--- config.mk ---
export PLATFORM = sky130hd
export DESIGN_NAME = pmgr_evt_top
export DESIGN_NICKNAME = d
export VERILOG_FILES = /design/src/rtl/pmgr_pkg.sv /design/src/rtl/pmgr_ctrl.sv /design/src/rtl/pmgr_dp.sv /design/src/rtl/pmgr_evt_top.sv
export SDC_FILE = /design/constraint.sdc
export NUM_CORES = 1
export LEC_CHECK = 0
export BUFFER_PORTS_ARGS = -buffer_cell sky130_fd_sc_hd__buf_2
export CORE_MARGIN = 2
export CORE_UTILIZATION = 42
export DETAILED_ROUTE_END_ITERATION = 7
export PLACE_DENSITY = 0.6
export SKIP_CTS_REPAIR_TIMING = 1
export SLEW_MARGIN = 5
export SYNTH_ARGS = -nofsm -noshare
export SYNTH_HDL_FRONTEND = slang
export SYNTH_SLANG_ARGS = --single-unit
--- constraint.sdc ---
create_clock -name clk -period 3.5 [get_ports clk]
set_input_delay 0.35 -clock clk [delete_from_list [all_inputs] [get_ports clk]]
set_output_delay 0.35 -clock clk [all_outputs]
set_load 0.01 [all_outputs]
--- src/rtl/pmgr_pkg.sv ---
package pmgr_pkg;

  localparam int unsigned ADDR_W = 6;
  localparam int unsigned REG_W  = 16;

  // Register offsets inside the 64-byte window
  localparam logic [ADDR_W-1:0] OFS_STS = 6'h00;
  localparam logic [ADDR_W-1:0] OFS_EN  = 6'h02;
  localparam logic [ADDR_W-1:0] OFS_CTL = 6'h04;
  localparam logic [ADDR_W-1:0] OFS_TMR = 6'h08;

  // Event bit positions shared by status and enable
  localparam int unsigned BIT_TMR = 0;
  localparam int unsigned BIT_GLB = 5;
  localparam int unsigned BIT_PWR = 8;
  localparam int unsigned BIT_RTC = 10;

  // Control register fields
  localparam int unsigned BIT_SCIEN  = 0;
  localparam int unsigned SLPTYP_LO  = 10;
  localparam int unsigned BIT_SLPEN  = 13;

  // Command-port byte values
  localparam logic [7:0] SMI_ON  = 8'hF1;
  localparam logic [7:0] SMI_OFF = 8'hF0;

  typedef enum logic [2:0] {
    SEL_ZERO,
    SEL_STS,
    SEL_EN,
    SEL_CTL,
    SEL_TMR
  } rdSel_e;

  typedef struct packed {
    logic   rd;
    rdSel_e sel;
    logic   wrSts;
    logic   wrEn;
    logic   wrCtl;
    logic   offHit;
    logic   smiOn;
    logic   smiOff;
  } strobe_t;

endpackage

--- src/rtl/pmgr_ctrl.sv ---
module pmgr_ctrl
  import pmgr_pkg::*;
(
  input  logic [ADDR_W-1:0] ioAddr,
  input  logic              ioWide,
  input  logic              ioWr,
  input  logic              ioRd,
  input  logic [REG_W-1:0]  wrLo,
  input  logic              smiWr,
  input  logic [7:0]        smiData,
  output strobe_t           strb
);

  logic narrow;
  logic hitSts;
  logic hitEn;
  logic hitCtl;
  logic hitTmr;

  assign narrow = !ioWide;
  assign hitSts = (ioAddr == OFS_STS);
  assign hitEn  = (ioAddr == OFS_EN);
  assign hitCtl = (ioAddr == OFS_CTL);
  assign hitTmr = (ioAddr == OFS_TMR);

  always_comb begin
    strb     = '0;
    strb.rd  = ioRd;
    strb.sel = SEL_ZERO;
    if (narrow && hitSts)      strb.sel = SEL_STS;
    else if (narrow && hitEn)  strb.sel = SEL_EN;
    else if (narrow && hitCtl) strb.sel = SEL_CTL;
    else if (ioWide && hitTmr) strb.sel = SEL_TMR;

    // Only 16-bit writes reach the registers
    strb.wrSts  = ioWr && narrow && hitSts;
    strb.wrEn   = ioWr && narrow && hitEn;
    strb.wrCtl  = ioWr && narrow && hitCtl;
    strb.offHit = strb.wrCtl && wrLo[BIT_SLPEN] && (wrLo[SLPTYP_LO +: 2] == 2'b00);

    strb.smiOn  = smiWr && (smiData == SMI_ON);
    strb.smiOff = smiWr && (smiData == SMI_OFF);
  end

endmodule

--- src/rtl/pmgr_dp.sv ---
module pmgr_dp
  import pmgr_pkg::*;
#(
  parameter int unsigned TMR_W  = 24,
  parameter int unsigned DATA_W = 32
) (
  input  logic              clk,
  input  logic              rstN,
  input  logic              tickEn,
  input  logic              rtcEvt,
  input  logic              pwrBtnEvt,
  input  logic              glbEvt,
  input  strobe_t           strb,
  input  logic [REG_W-1:0]  wrLo,
  output logic [DATA_W-1:0] rdData,
  output logic              sciLevel,
  output logic              offReq
);

  localparam logic [REG_W-1:0] EVT_MASK =
    REG_W'((1 << BIT_TMR) | (1 << BIT_GLB) | (1 << BIT_PWR) | (1 << BIT_RTC));
  localparam logic [REG_W-1:0] SLPEN_MASK = REG_W'(1) << BIT_SLPEN;
  localparam logic [TMR_W-1:0] PRE_CARRY  = {1'b0, {(TMR_W-1){1'b1}}};

  logic [TMR_W-1:0] tmrCnt;
  logic [TMR_W-1:0] tmrNext;
  logic             tmrTop;
  logic [REG_W-1:0] sts;
  logic [REG_W-1:0] stsNext;
  logic [REG_W-1:0] setVec;
  logic [REG_W-1:0] en;
  logic [REG_W-1:0] ctl;
  logic [REG_W-1:0] ctlNext;

  // Free-running timer; overflow event whenever a tick flips the top bit
  assign tmrNext = tmrCnt + 1'b1;
  assign tmrTop  = tickEn && (tmrNext[TMR_W-1] != tmrCnt[TMR_W-1]);

  always_ff @(posedge clk) begin
    if (!rstN)       tmrCnt <= '0;
    else if (tickEn) tmrCnt <= tmrNext;
  end

  // Status: write-one-to-clear, a set in the same cycle wins
  always_comb begin
    setVec          = '0;
    setVec[BIT_TMR] = tmrTop;
    setVec[BIT_GLB] = glbEvt;
    setVec[BIT_PWR] = pwrBtnEvt;
    setVec[BIT_RTC] = rtcEvt;
    stsNext = strb.wrSts ? (sts & ~wrLo) : sts;
    stsNext = (stsNext | setVec) & EVT_MASK;
  end

  always_ff @(posedge clk) begin
    if (!rstN) sts <= '0;
    else       sts <= stsNext;
  end

  always_ff @(posedge clk) begin
    if (!rstN)          en <= '0;
    else if (strb.wrEn) en <= wrLo;
  end

  // Control: sleep-enable is never kept; command byte overrides bit 0
  always_comb begin
    ctlNext = strb.wrCtl ? (wrLo & ~SLPEN_MASK) : ctl;
    if (strb.smiOn)       ctlNext[BIT_SCIEN] = 1'b1;
    else if (strb.smiOff) ctlNext[BIT_SCIEN] = 1'b0;
  end

  always_ff @(posedge clk) begin
    if (!rstN) ctl <= '0;
    else       ctl <= ctlNext;
  end

  always_ff @(posedge clk) begin
    if (!rstN) offReq <= 1'b0;
    else       offReq <= strb.offHit;
  end

  always_ff @(posedge clk) begin
    if (!rstN) begin
      rdData <= '0;
    end else if (strb.rd) begin
      case (strb.sel)
        SEL_STS: rdData <= DATA_W'(sts);
        SEL_EN:  rdData <= DATA_W'(en);
        SEL_CTL: rdData <= DATA_W'(ctl);
        SEL_TMR: rdData <= DATA_W'(tmrCnt);
        default: rdData <= '0;
      endcase
    end
  end

  assign sciLevel = |(sts & en & EVT_MASK);

  assert_tick_step_R2: assert property (@(posedge clk) disable iff (!rstN)
    tickEn |=> tmrCnt == TMR_W'($past(tmrCnt) + 1'b1));

  assert_tick_hold_R2: assert property (@(posedge clk) disable iff (!rstN)
    !tickEn |=> $stable(tmrCnt));

  assert_top_carry_R3: assert property (@(posedge clk) disable iff (!rstN)
    (tickEn && tmrCnt == PRE_CARRY) |=> sts[BIT_TMR]);

  assert_rtc_sets_R4: assert property (@(posedge clk) disable iff (!rstN)
    rtcEvt |=> sts[BIT_RTC]);

  assert_pwr_wins_R5: assert property (@(posedge clk) disable iff (!rstN)
    (pwrBtnEvt && strb.wrSts) |=> sts[BIT_PWR]);

  assert_smi_on_R10: assert property (@(posedge clk) disable iff (!rstN)
    strb.smiOn |=> ctl[BIT_SCIEN]);

  assert_zero_read_R11: assert property (@(posedge clk) disable iff (!rstN)
    (strb.rd && strb.sel == SEL_ZERO) |=> rdData == '0);

endmodule

--- src/rtl/pmgr_evt_top.sv ---
module pmgr_evt_top
  import pmgr_pkg::*;
#(
  parameter int unsigned TMR_W  = 24,
  parameter int unsigned DATA_W = 32
) (
  input  logic              clk,
  input  logic              rstN,
  input  logic              tickEn,
  input  logic              rtcEvt,
  input  logic              pwrBtnEvt,
  input  logic              glbEvt,
  input  logic [ADDR_W-1:0] ioAddr,
  input  logic              ioWide,
  input  logic              ioWr,
  input  logic              ioRd,
  input  logic [REG_W-1:0]  ioWrData,
  input  logic              smiWr,
  input  logic [7:0]        smiData,
  output logic [DATA_W-1:0] rdData,
  output logic              sciLevel,
  output logic              offReq
);

  strobe_t strb;

  pmgr_ctrl u_ctrl (
    .ioAddr  (ioAddr),
    .ioWide  (ioWide),
    .ioWr    (ioWr),
    .ioRd    (ioRd),
    .wrLo    (ioWrData),
    .smiWr   (smiWr),
    .smiData (smiData),
    .strb    (strb)
  );

  pmgr_dp #(
    .TMR_W  (TMR_W),
    .DATA_W (DATA_W)
  ) u_dp (
    .clk       (clk),
    .rstN      (rstN),
    .tickEn    (tickEn),
    .rtcEvt    (rtcEvt),
    .pwrBtnEvt (pwrBtnEvt),
    .glbEvt    (glbEvt),
    .strb      (strb),
    .wrLo      (ioWrData),
    .rdData    (rdData),
    .sciLevel  (sciLevel),
    .offReq    (offReq)
  );

  // Every soft-off pulse must come from a sleep-type-zero control write
  assert_off_source_R9: assert property (@(posedge clk) disable iff (!rstN)
    offReq |-> $past(ioWr && !ioWide && ioAddr == OFS_CTL &&
                     ioWrData[BIT_SLPEN] && ioWrData[SLPTYP_LO +: 2] == 2'b00));

endmodule

==> impl_metrics.tcl <==
set metrics [dict create \
    vdd.ir_drop.worst_v 0.000220 \
    grt.total_usage_pct 19.3 \
    grt_pass1_wl_microns 13700 \
    synth_top_cells_by_count "84 x dfxtp_1, 50 x nand2_1, 36 x nor2_1, 32 x a21oi_1, 29 x a22oi_1" \
    dr.pass1.iters 5 \
    rsz0062_at_grt "false" \
    dieWidth_microns 96.4 \
    cap_violations 0 \
    grt_start_max_net_pins 50 \
    timing.setup.tns_ps 0 \
    ant_nets 0 \
    skew_ps 6.91 \
    ios 74 \
    drc 0 \
    cts_buffer_depth 2 \
    max_clock_freq_mhz 490 \
    r2r_cells 4 \
    drtIter0Drc 155 \
    core_area_sq_um 8260 \
    yosys-top-cells-area "dfxtp_1 47%, mux2i_1 6.4%, a22oi_1 6.1%" \
    regToRegStartpoint "u_dp.tmrCnt[9]" \
    dieHeight_microns 96.4 \
    diodes 0 \
    initial_utilization_pct 43.5 \
    path_max_fanout 7 \
    numCtsBuffers 9 \
    htree_levels 3 \
    wl_per_cell_microns 15.0 \
    die_area_sq_um 9300 \
    final_design_area_no_fill_sq_um 4200 \
    synth_flop_cell "dfxtp_1" \
    vias 3056 \
    final_util_pct 50.8 \
    required_ps 3780 \
    place_congestion 0.822 \
    crit_path_start_kind "register" \
    grt_overflow 0 \
    grt_pass1_vias 2819 \
    num-nets-final 505 \
    setup_viol_count_final 0 \
    status "finished clean" \
    dpl_cell_area_sq_um 3940 \
    fin_crit_sh_pct 58.3 \
    cts-root-buf "clkbuf_8" \
    syn-cell-area_sq_um 3590 \
    relSlewSlack_pct 43.9 \
    drive_gt1_share_pct 19.6 \
    finalMaxSlewViolations 0 \
    synth-edff-count 0 \
    final_hold_viol_count 0 \
    async_flop_share_pct 0 \
    antenna_found_initial 0 \
    r2r_slack_ps 1460 \
    power_density_nw_per_um2 457 \
    synth.most_common_cell "dfxtp_1" \
    finalWorstSetupSlack_ps 1460 \
    areaGrowthSynthToFinish_pct 16.9 \
    cts.sinks 84 \
    synth-seq-cells 84 \
    crit_path_end "u_dp.tmrCnt[16]" \
    syn_avg_cell_area_sq_um 8.77 \
    crit_start "u_dp.tmrCnt[9]" \
    yosysSeqAreaShare_pct 46.9 \
    power_leakage_nw 1.69 \
    synth_top_area_cell "dfxtp_1" \
    yosys.area.top_type_share_pct 46.9 \
    worstMarginPinSlew_ps 841 \
    port_buffers 65 \
    row_count 33 \
    routed_via_density 5.32 \
    synth_cells 409 \
    min_period_ps 2040 \
    cts_tree "built" \
    critPathKind "reg2reg" \
    p_total_mw 1.92 \
    clock_latency_ps 350 \
    place_hpwl_microns 6210 \
    synth_cell_types 42 \
    crit_path_end_kind "register" \
    hp-class "in2reg" \
    ys_warn_count 0 \
    critical_path_arrival_ps 2320 \
    dp_slack_ps 1240 \
    totalWireLength_microns 8620 \
    worst_r2r_endpoint "u_dp.tmrCnt[16]" \
    cts.clk_slew.worst_paths_ps 80 \
]
## metal layers
metal	wire [microns]	global-route usage, %	share of wire, %
met3	389	5.04	4.5
met2	4010	31.6	46
met1	4080	25.0	47
met5	0	0	0
met4	139	6.34	1.6
## through the flow
stage	hold WS [ps]	std cells
floorplan	425	416
global placement	426	558
detailed placement	433	558
CTS	185	574
global route	189	574
finish	193	574
## flip-flops by register name (all words and copies together), names as in the netlist
| register | flops |
|---|---|
| u_dp.offReq | 1 |
| u_dp.en | 16 |
| u_dp.tmrCnt | 24 |
| u_dp.sts | 4 |
| u_dp.rdData | 24 |
| u_dp.ctl | 15 |
## report_power, final
part	switching [mW]	internal, mW	total (mW)
clock	0.364	0.502	0.866
sequential	0.00611	0.961	0.967
combinational	0.0526	0.0307	0.0833
total	0.423	1.49	1.92
## kinds of logic after synthesis
logic type	Yosys count	synth area share (%)
xor gates and xnor gates	10	2.44
other	1	0.105
and+or+nand+nor	152	21.3
AOI/OAI and AO/OA	100	17.2
adders and majority gates	1	0.349
DFF	84	46.9
buffers and inverters	38	5.30
muxes	23	6.42
## how the worst min path moves through the flow
| stage | from | endpoint | slack, ps | cells past startpoint |
|---|---|---|---|---|
| floorplan | ioWrData[10] | u_dp.offReq | 430 | 1 |
| global placement | u_dp.rdData[5] | u_dp.rdData[5] | 430 | 2 |
| detailed placement | u_dp.rdData[5] | u_dp.rdData[5] | 430 | 2 |
| CTS | ioWrData[11] | u_dp.offReq | 180 | 2 |
| global route | ioWrData[11] | u_dp.offReq | 190 | 2 |
| finish | ioWrData[11] | u_dp.offReq | 190 | 2 |
## cell usage in the layout (no fill, tap or decap), drive strengths merged, types with 4 or more instances in the layout
| cell | n |
|---|---|
| a21boi | 4 |
| clkbuf | 10 |
| buf | 69 |
| a21oi | 32 |
| nor2 | 36 |
| o21ai | 23 |
| nor4 | 4 |
| o21a | 4 |
| inv | 7 |
| nor2b | 9 |
| and4 | 6 |
| dfxtp | 84 |
| conb | 8 |
| xor2 | 5 |
| xnor2 | 5 |
| nand2 | 50 |
| a22oi | 29 |
| nand3 | 11 |
| nand4 | 9 |
| or3 | 8 |
| or4 | 6 |
| o2bb2ai | 4 |
| mux2i | 23 |
## worst max-delay path: stages (launching register included)
cell and delay (ps):
dfxtp_1 470, nand4_1 280, or4_1 710, or3_1 360, a21oi_1 150
## layout make-up
cell class / count / area, sq um
tap: 105 / 131
fill: 811 / 4060
inverter: 6 / 22.5
multi-input combinational: 294 / 1750
sequential: 84 / 1680
timing repair buffer: 69 / 355
clock buffer: 10 / 138
clock inverter: 6 / 119
Note: power is estimated with default switching activity, not from simulation.
